File: src/rtl/nibcmd_pkg.sv
package nibcmd_pkg;
  localparam int NIB_W  = 4;
  localparam int BYTE_W = 2 * NIB_W;

  localparam logic [NIB_W-1:0] OP_ADDR_LO = 4'h0;
  localparam logic [NIB_W-1:0] OP_ADDR_HI = 4'h1;
  localparam logic [NIB_W-1:0] OP_DATA_LO = 4'h2;
  localparam logic [NIB_W-1:0] OP_DATA_WR = 4'h3;
  localparam logic [NIB_W-1:0] OP_READ    = 4'h4;
  localparam logic [NIB_W-1:0] OP_WAIT    = 4'h5;
  localparam logic [NIB_W-1:0] OP_MEM_LO  = 4'h6;
  localparam logic [NIB_W-1:0] OP_MEM_HI  = 4'hB;

  localparam int N_MEM_KINDS = 3;
endpackage

File: src/rtl/nibcmd_addr_unit.sv
module nibcmd_addr_unit #(
  parameter int NIB_W  = 4,
  localparam int ADDR_W = 2 * NIB_W
) (
  input  logic              clk,
  input  logic              rst_n,
  input  logic              ld_lo,
  input  logic              ld_hi,
  input  logic [NIB_W-1:0]  nib,
  input  logic              mode_ld,
  input  logic [1:0]        mode_in,
  input  logic              step_en,
  output logic [ADDR_W-1:0] addr
);
  logic [ADDR_W-1:0] addr_q, addr_d;
  logic [1:0]        mode_q, mode_d, mode_eff;

  always_comb begin
    mode_eff = mode_ld ? mode_in : mode_q;
    mode_d   = mode_eff;
    addr_d   = addr_q;
    if (ld_lo) addr_d[NIB_W-1:0] = nib;
    if (ld_hi) addr_d[ADDR_W-1:NIB_W] = nib;
    if (step_en && mode_eff[0]) begin
      if (mode_eff[1]) addr_d = addr_q - ADDR_W'(1);
      else             addr_d = addr_q + ADDR_W'(1);
    end
  end

  always_ff @(posedge clk or negedge rst_n) begin
    if (!rst_n) begin
      addr_q <= '0;
      mode_q <= 2'b00;
    end else begin
      addr_q <= addr_d;
      mode_q <= mode_d;
    end
  end

  assign addr = addr_q;

  AST_STEP_UP: assert property (@(posedge clk) disable iff (!rst_n)
    (step_en && mode_eff == 2'b01) |=> (addr == $past(addr) + ADDR_W'(1)));
  AST_STEP_DOWN: assert property (@(posedge clk) disable iff (!rst_n)
    (step_en && mode_eff == 2'b11) |=> (addr == $past(addr) - ADDR_W'(1)));
  AST_ADDR_QUIET: assert property (@(posedge clk) disable iff (!rst_n)
    (!ld_lo && !ld_hi && !step_en) |=> $stable(addr));
endmodule

File: src/rtl/nibcmd_regfile.sv
module nibcmd_regfile #(
  parameter int ADDR_W = 8,
  parameter int DATA_W = 8,
  localparam int DEPTH = 1 << ADDR_W
) (
  input  logic              clk,
  input  logic              rst_n,
  input  logic              wr_en,
  input  logic [ADDR_W-1:0] wr_addr,
  input  logic [DATA_W-1:0] wr_data,
  input  logic [ADDR_W-1:0] rd_addr,
  output logic [DATA_W-1:0] rd_data
);
  logic [DATA_W-1:0] mem_q [DEPTH];

  always_ff @(posedge clk or negedge rst_n) begin
    if (!rst_n) begin
      for (int i = 0; i < DEPTH; i++) mem_q[i] <= '0;
    end else if (wr_en) begin
      mem_q[wr_addr] <= wr_data;
    end
  end

  assign rd_data = mem_q[rd_addr];

  AST_WRITE_LANDS: assert property (@(posedge clk) disable iff (!rst_n)
    wr_en |=> (mem_q[$past(wr_addr)] == $past(wr_data)));
endmodule

File: src/rtl/nibcmd_mem_req.sv
module nibcmd_mem_req #(
  parameter int N_KINDS = 3,
  localparam int KIND_W = $clog2(N_KINDS)
) (
  input  logic              clk,
  input  logic              rst_n,
  input  logic              issue,
  input  logic [KIND_W-1:0] kind,
  input  logic              bank,
  input  logic              wait_cmd,
  input  logic              mem_done,
  output logic [N_KINDS-1:0] pulse,
  output logic              bank_out,
  output logic              wait_block
);
  logic busy_q, busy_d;
  logic wait_q, wait_d;
  logic bank_q;

  always_comb begin
    busy_d = busy_q;
    if (mem_done) busy_d = 1'b0;
    if (issue)    busy_d = 1'b1;
    if (wait_q) wait_d = !mem_done;
    else        wait_d = wait_cmd && busy_q && !mem_done;
  end

  always_ff @(posedge clk or negedge rst_n) begin
    if (!rst_n) begin
      busy_q <= 1'b0;
      wait_q <= 1'b0;
    end else begin
      busy_q <= busy_d;
      wait_q <= wait_d;
    end
  end

  always_ff @(posedge clk or negedge rst_n) begin
    if (!rst_n)     bank_q <= 1'b0;
    else if (issue) bank_q <= bank;
  end

  for (genvar k = 0; k < N_KINDS; k++) begin : g_kind
    logic pulse_q;
    always_ff @(posedge clk or negedge rst_n) begin
      if (!rst_n) pulse_q <= 1'b0;
      else        pulse_q <= issue && (kind == KIND_W'(k));
    end
    assign pulse[k] = pulse_q;
  end

  assign bank_out   = bank_q;
  assign wait_block = wait_q;

  AST_PULSE_ONEHOT: assert property (@(posedge clk) disable iff (!rst_n)
    $onehot0(pulse));
  AST_WAIT_NEEDS_BUSY: assert property (@(posedge clk) disable iff (!rst_n)
    wait_q |-> busy_q);
  AST_WAIT_RELEASE: assert property (@(posedge clk) disable iff (!rst_n)
    (wait_q && mem_done) |=> !wait_q);
endmodule

File: src/rtl/nibcmd_decoder.sv
module nibcmd_decoder
  import nibcmd_pkg::*;
(
  input  logic              clk,
  input  logic              rst_n,
  input  logic              cmd_valid,
  output logic              cmd_ready,
  input  logic [BYTE_W-1:0] cmd_byte,
  output logic              rd_valid,
  input  logic              rd_ready,
  output logic [BYTE_W-1:0] rd_data,
  output logic              mem_req_xfer,
  output logic              mem_req_first,
  output logic              mem_req_full,
  output logic              mem_bank,
  input  logic              mem_done
);
  localparam int KIND_W = $clog2(N_MEM_KINDS);

  logic [NIB_W-1:0]  op, arg;
  logic              accept;
  logic              is_mem;
  logic [NIB_W-1:0]  mem_rel;
  logic [KIND_W-1:0] kind;
  logic [BYTE_W-1:0] addr, rf_rd;
  logic [NIB_W-1:0]  dlo_q, dlo_d;
  logic              rdv_q, rdv_d;
  logic [BYTE_W-1:0] rdd_q, rdd_d;
  logic              wait_block;
  logic [N_MEM_KINDS-1:0] pulses;

  assign op      = cmd_byte[BYTE_W-1:NIB_W];
  assign arg     = cmd_byte[NIB_W-1:0];
  assign accept  = cmd_valid && cmd_ready;
  assign is_mem  = (op >= OP_MEM_LO) && (op <= OP_MEM_HI);
  assign mem_rel = op - OP_MEM_LO;
  assign kind    = mem_rel[KIND_W:1];

  nibcmd_addr_unit #(.NIB_W(NIB_W)) u_addr (
    .clk     (clk),
    .rst_n   (rst_n),
    .ld_lo   (accept && op == OP_ADDR_LO),
    .ld_hi   (accept && op == OP_ADDR_HI),
    .nib     (arg),
    .mode_ld (accept && op == OP_READ),
    .mode_in (arg[1:0]),
    .step_en (accept && (op == OP_READ || op == OP_DATA_WR)),
    .addr    (addr)
  );

  nibcmd_regfile #(.ADDR_W(BYTE_W), .DATA_W(BYTE_W)) u_rf (
    .clk     (clk),
    .rst_n   (rst_n),
    .wr_en   (accept && op == OP_DATA_WR),
    .wr_addr (addr),
    .wr_data ({arg, dlo_q}),
    .rd_addr (addr),
    .rd_data (rf_rd)
  );

  nibcmd_mem_req #(.N_KINDS(N_MEM_KINDS)) u_mem (
    .clk        (clk),
    .rst_n      (rst_n),
    .issue      (accept && is_mem),
    .kind       (kind),
    .bank       (op[0]),
    .wait_cmd   (accept && op == OP_WAIT),
    .mem_done   (mem_done),
    .pulse      (pulses),
    .bank_out   (mem_bank),
    .wait_block (wait_block)
  );

  always_comb begin
    dlo_d = dlo_q;
    rdv_d = rdv_q;
    rdd_d = rdd_q;
    if (accept && op == OP_DATA_LO) dlo_d = arg;
    if (rdv_q && rd_ready) rdv_d = 1'b0;
    if (accept && op == OP_READ) begin
      rdv_d = 1'b1;
      rdd_d = rf_rd;
    end
  end

  always_ff @(posedge clk or negedge rst_n) begin
    if (!rst_n) begin
      dlo_q <= '0;
      rdv_q <= 1'b0;
      rdd_q <= '0;
    end else begin
      dlo_q <= dlo_d;
      rdv_q <= rdv_d;
      rdd_q <= rdd_d;
    end
  end

  assign cmd_ready     = !rdv_q && !wait_block;
  assign rd_valid      = rdv_q;
  assign rd_data       = rdd_q;
  assign mem_req_xfer  = pulses[0];
  assign mem_req_first = pulses[1];
  assign mem_req_full  = pulses[2];

  AST_RD_HOLD: assert property (@(posedge clk) disable iff (!rst_n)
    (rd_valid && !rd_ready) |=> (rd_valid && $stable(rd_data)));
  AST_PULSE_CAUSE: assert property (@(posedge clk) disable iff (!rst_n)
    (mem_req_xfer || mem_req_first || mem_req_full) |-> $past(accept && is_mem));
  AST_READ_RAISES: assert property (@(posedge clk) disable iff (!rst_n)
    (accept && op == OP_READ) |=> rd_valid);
  AST_NO_TAKE_WHILE_RD: assert property (@(posedge clk) disable iff (!rst_n)
    rd_valid |-> !cmd_ready);
endmodule

File: config.mk
export PLATFORM = sky130hd
export DESIGN_NAME = nibcmd_decoder
export DESIGN_NICKNAME = d
export VERILOG_FILES = /design/src/rtl/nibcmd_pkg.sv /design/src/rtl/nibcmd_addr_unit.sv /design/src/rtl/nibcmd_regfile.sv /design/src/rtl/nibcmd_mem_req.sv /design/src/rtl/nibcmd_decoder.sv
export SDC_FILE = /design/constraint.sdc
export NUM_CORES = 2
export LEC_CHECK = 0
export BUFFER_PORTS_ARGS = -buffer_cell sky130_fd_sc_hd__buf_2
export CELL_PAD_IN_SITES_DETAIL_PLACEMENT = 0
export CELL_PAD_IN_SITES_GLOBAL_PLACEMENT = 1
export CORE_MARGIN = 4
export CORE_UTILIZATION = 55
export DETAILED_ROUTE_END_ITERATION = 8
export GPL_TIMING_DRIVEN = 0
export HOLD_SLACK_MARGIN = 0.15
export PLACE_DENSITY = 0.79
export SYNTH_ARGS = -nofsm -noshare
export SYNTH_HDL_FRONTEND = slang
export SYNTH_HIERARCHICAL = 1
export SYNTH_SLANG_ARGS = --single-unit
File: constraint.sdc
create_clock -name clk -period 9.88 [get_ports clk]
set_input_delay 0.988 -clock clk [delete_from_list [all_inputs] [get_ports clk]]
set_output_delay 0.988 -clock clk [all_outputs]
set_load 0.03 [all_outputs]
# Yosys cells after proc, flatten, opt, wreduce, memory -nomap -nowiden
# Index checks and enable logic that the tools add are counted.
# Widths: inputs -> output; s select.
# word_totals
out_inout_bits	14
word_cells	328
reg_bits	2077
in_bits	13
# op_classes
reduce_logical	29
eq_ne	7
addsub	3
order_cmp	4
bitwise_logic	1
mux	16
# op_table
cell	n
$bwmux 2048	1
$bmux 8 s8	1
$demux 8 s8	1
$mux 8	5
$logic_and 1x1->1	19
$ge 9x9->1 const B	1
$lt 9x1->1 const B	1
$not 8->9	1
$add 8x1->8 const B	1
$eq 4x2->1 const B	2
$eq 4x3->1 const B	2
$mux 4	2
$reduce_bool 2->1	4
$sub 8x1->8 const B	1
$mux 1	5
$eq 4x1->1 const B	1
$ge 4x3->1 const B	1
$le 4x4->1 const B	1
$logic_not 4->1	1
$logic_not 1->1	3
$sub 3x3->3 const B	1
$eq 2x1->1 const B	1
$eq 2x2->1 const B	1
$logic_not 2->1	1
other kinds (2)	2

# Depth between registers and ports, before layout
# logic_depth
ltp_word	7
mapped_depth	14
mapped_depth_nobuf	11

# Cells and area by module
# The synthesis kept the hierarchy.
# by_module_without_submodules
module	seq_area_each_um2	cells_per_inst	area_per_inst_um2	n_inst
nibcmd_regfile	51249.2	6068	93414.6	1
nibcmd_addr_unit	250.2	85	770.7	1
nibcmd_decoder	325.3	48	619.3	1
nibcmd_mem_req	150.1	17	241.5	1

# Least setup slack after synthesis
# OpenSTA, ideal clock, no wires.
# synth_path
path_kind	in2reg
start	input port cmd_byte[7]
end	register u_addr.addr_q[7], in the netlist u_addr/addr[7]
n_path_buf	1
setup_time_ns	0.130
required_ns	9.750
path_stages	12
setup_slack_ns	6.115
arrival_ns	3.634
path_cell_list	nor4b_2 > or3b_1 > buf_6 > inv_1 > mux2i_2 > inv_2 > ha_1 > a211oi_1 > nor3_1 > o221a_1 > nor3_1 > nand3_1
# synth_via
elab_chain_len	5
word_cells_on_any_way	12
classes_between	3 x eq/ne; 3 x mux; 6 x reduce/logical
# synth_lines
element	line_no	text
start: declaration	nibcmd_decoder.sv:8	input logic [BYTE_W-1:0] cmd_byte,
$eq 4x3->1	nibcmd_decoder.sv:45	.mode_ld (accept && op == OP_READ),
$logic_and 1x1->1	nibcmd_decoder.sv:45	
$mux 2	nibcmd_addr_unit.sv:19	mode_eff = mode_ld ? mode_in : mode_q;
net u_addr.mode_d[1]	nibcmd_addr_unit.sv:16	logic [1:0] mode_q, mode_d, mode_eff;
$mux 8	nibcmd_addr_unit.sv:25	if (mode_eff[1]) addr_d = addr_q - ADDR_W'(1);
$mux 8	nibcmd_addr_unit.sv:24	if (step_en && mode_eff[0]) begin
end signal: assignment	nibcmd_addr_unit.sv:35	addr_q <= addr_d;
end: declaration	nibcmd_addr_unit.sv:15	logic [ADDR_W-1:0] addr_q, addr_d;
# The timed path passes the listed nets, and every way through them passes these cells.
# A chain may end at the register's enable or synchronous reset.

# Worst setup path in the final report
# layout_path
start	register u_addr.addr_q[2], in the netlist u_addr/addr[2]
end	register rdd_q[3], in the netlist rd_data[3]
# layout_via
elab_chain_len	4
# layout_lines
element	line_no	text
$not 8->9 (not written as such)	nibcmd_regfile.sv:24	assign rd_data = mem_q[rd_addr];
$bmux 8 s8	nibcmd_regfile.sv:24	
$mux 8 (not written as such) (2 in series)	nibcmd_regfile.sv:24	
net rf_rd[3]	nibcmd_decoder.sv:25	logic [BYTE_W-1:0] addr, rf_rd;
end signal: assignment	nibcmd_decoder.sv:94	rdd_q <= rdd_d;
end: declaration	nibcmd_decoder.sv:28	logic [BYTE_W-1:0] rdd_q, rdd_d;
# The timed path passes the listed nets, and every way through them passes these cells. The select of a mux whose other input is x is not followed.

==> impl_metrics.env <==
export IMPL_yosysUniqueCellTypes=75
export IMPL_dp_hpwl_mm=252.9
export IMPL_vias=63250
export IMPL_synthCells=6218
export IMPL_relSlewSlack_pct=-13.17
export IMPL_ios=27
export IMPL_htreeDepth=4
export IMPL_arrival_ns=7.29
export IMPL_maxCapViolCount=5
export IMPL_final_setup_skew_ns=0.03086
export IMPL_power_switching_mw=10.03
export IMPL_wl_mm=371.3
export IMPL_synth_area_sq_um=95050
export IMPL_pwr_share_clk_pct=33.1
export IMPL_cts_clk_slew_worst_paths_ns=0.06
export IMPL_p_int_mw=15.21
export IMPL_final_nets=6502
export IMPL_drt_drc_violations_left=0
export IMPL_cp_start_kind="register"
export IMPL_slew_viol_final=43
export IMPL_dieArea_sq_um=179500
export IMPL_ys_flop_type="dfrtp_1"
export IMPL_track_usage_pct=41.37
export IMPL_swShare_pct=39.73
export IMPL_cts_buffer_depth=3
export IMPL_syn_num_nets=6238
export IMPL_num_rows=152
export IMPL_cts_setup_buffers=0
export IMPL_port_buffers=26
export IMPL_via_per_inst=7.030
export IMPL_setup_slack_ns=3.384
export IMPL_setup_viol=0
export IMPL_cts_resized=0
export IMPL_rsz0062_at_grt="false"
export IMPL_rr_worst_depth=10
export IMPL_core_area_sq_um=171700
export IMPL_drt_pass1_iter_count=8
export IMPL_cts_sinks=2077
export IMPL_dpl_worst_slack_ns=3.801
export IMPL_drive_above_1_share_pct=47.37
export IMPL_dp_cells=8575
export IMPL_crit_fanout=10
export IMPL_power_leakage_nw=50.39
export IMPL_antenna_found_initial=38
export IMPL_worst_ep_required_time_ns=10.67
export IMPL_ff_latch_area_sq_um=51970
export IMPL_fmax_mhz=153.9
export IMPL_cts_root_buf="clkbuf_16"
export IMPL_ys_seq_elements=2077
export IMPL_mostFrequentLayoutCell="dfrtp_1"
export IMPL_fillers=12970
export IMPL_path_class="reg2reg"
export IMPL_worstSetupEndpointType="register"
export IMPL_multi_input_area_sq_um=40600
export IMPL_final_core_util_pct=61.72
export IMPL_cts_inserted_buffers=214
export IMPL_place_area_sq_um=98600
export IMPL_status="complete, but fails checks"
export IMPL_yosysSeqAreaShare_pct=54.68
export IMPL_hold_depth=2
export IMPL_fin_area_sq_um=106000
export IMPL_gp_congestion=1.025
export IMPL_hold_viol_final=0
export IMPL_area_delta_synth_final_pct=11.51
export IMPL_grt_pass1_vias=62780
export IMPL_peakVddDrop_v=0.0001869
export IMPL_worst_pin_slew_ns=1.698
export IMPL_p_per_area_nw_per_um2=238.1
export IMPL_violations="capacitance limit, slew limit"
export IMPL_wire_per_inst_um=41.26
export IMPL_grt_pass1_wl_mm=509.7
export IMPL_clk_latency_ns=0.87
export IMPL_grt_max_degree=175
export IMPL_initial_core_util_pct=55.34
export IMPL_whs_ns=0.2943
export IMPL_die_w_um=423.7
export IMPL_gr_total_overflow=0
export IMPL_cts_hold_buffers_added=1
export IMPL_dieHeight_um=423.7
export IMPL_finalPower_mw=25.24
export IMPL_tns_ns=0
export IMPL_final_cell_mix="dfrtp_1 (2077), mux2_2 (2056), mux4_2 (443)"
export IMPL_period_needed_ns=6.496
export IMPL_hold_class="in2reg"
export IMPL_ant_nets=0
export IMPL_yosysWarnings=6
export IMPL_post_route_period_util_pct=65.75
export IMPL_drtIter0Drc=8747
export IMPL_synth_edf_count=0
export IMPL_cts_tree="yes"
export IMPL_ys_async_sr_fraction_pct=100.0
export IMPL_comb_power_share_pct=32.0
export IMPL_synth_area_per_cell_sq_um=15.29
export IMPL_final_cells=8998
export IMPL_pwr_share_seq_pct=34.9
power by group through the flow:
stage	Combinational (mW)	Clock, mW	Sequential [mW]
after CTS	7.59	8.43	8.79
after floorplan	3.23	0	8.91
final	8.08	8.36	8.80
after global placement	7.50	0	8.97
after detailed placement	7.59	0	8.95
after global routing	7.84	8.79	8.80
layer usage:
metal / vias to the layer above / wire length (um) / track usage (%)
li1: 23840 / - / -
met1: 33910 / 135700 / 53.06
met2: 4236 / 155900 / 57.80
met3: 1248 / 46750 / 15.65
met4: 16 / 32740 / 29.61
met5: - / 110 / 0
Yosys cell counts (5+ instances only):
master	instances	share of area [%]
nand2_1	172	0.68
mux2_2	2056	24
a22oi_1	160	1.3
nand3_1	26	0.14
buf_6	31	0.37
nor2_1	146	0.58
buf_12	12	0.25
o221ai_1	32	0.29
and3_1	8	0.053
nor3_1	30	0.16
buf_2	81	0.43
o31ai_1	5	0.039
nor2_2	60	0.39
a221oi_1	11	0.10
dfrtp_1	2077	55
o22ai_1	29	0.19
buf_8	11	0.17
o21ai_0	31	0.16
a22o_1	15	0.14
a21oi_1	114	0.60
buf_1	11	0.043
o211ai_1	6	0.047
inv_1	13	0.051
and2_1	10	0.066
buf_4	15	0.12
or4_1	5	0.039
mux2i_1	155	1.6
ha_1	6	0.079
mux2_4	9	0.14
nor2b_1	26	0.17
nor4_1	20	0.13
clkbuf_1	306	1.2
nand2b_1	15	0.099
mux4_2	443	10
nand4_1	5	0.033
a211oi_1	5	0.039
registers in the layout (all words and copies together), names as in the netlist:
name / count
rd_valid: 1
u_mem/g_kind.pulse_q: 3
u_mem/busy_q: 1
u_mem/bank_out: 1
u_mem/wait_block: 1
rd_data: 8
u_addr/mode_q: 2
u_rf/mem_q: 2048
dlo_q: 4
u_addr/addr: 8
cell families (layout without fill, tap and decap cells):
| logic type | count (synthesis) | count (layout) | synth area share, % |
|---|---|---|---|
| AND/OR/NAND/NOR | 548 | 548 | 2.751 |
| XOR/XNOR | 2 | 2 | 0.01843 |
| flip-flops | 2077 | 2077 | 54.68 |
| multiplexers | 2664 | 2664 | 36.64 |
| other | 0 | 30 | 0 |
| AO/OA/AOI/OAI | 437 | 437 | 3.148 |
| adder cells (fa/ha/maj) | 7 | 7 | 0.1000 |
| buffers and inverters | 483 | 923 | 2.654 |
final cells by class:
cell class                      instances  area share (%)
Sequential cell                      2077           49.04
Inverter                               16         0.05667
Clock inverter                         64          0.7473
Antenna cell                           30         0.07083
Multi-Input combinational cell       3658           38.31
Tap cell                             2310           2.727
Buffer                                467           2.341
Timing Repair Buffer                   48          0.5785
Clock buffer                          328           6.129
worst paths after layout:
kind / slack (ns) / start / to
setup reg to reg: 3.38 / u_addr/addr[2] / rd_data[3]
min in group asynchronous: 0.67 / rst_n / u_rf/mem_q[755]
setup / recovery: 3.38 / u_addr/addr[2] / rd_data[3]
hold reg to reg: 0.50 / u_mem/busy_q / u_mem/busy_q
max in group asynchronous: 5.77 / rst_n / u_rf/mem_q[1293]
hold / removal: 0.29 / mem_done / u_mem/wait_block
worst max-delay path, stage by stage, from the launching register on:
cell and delay [ns]:
dfrtp_1 0.65, nor2b_1 0.19, clkbuf_1 0.61, buf_2 0.58, buf_1 1.01, clkbuf_1 0.72, a221oi_1 0.27, o21ai_0 0.75
a21oi_1 0.31, nor3_1 0.99, mux2_4 0.30
(Power assumes the default switching activity.)
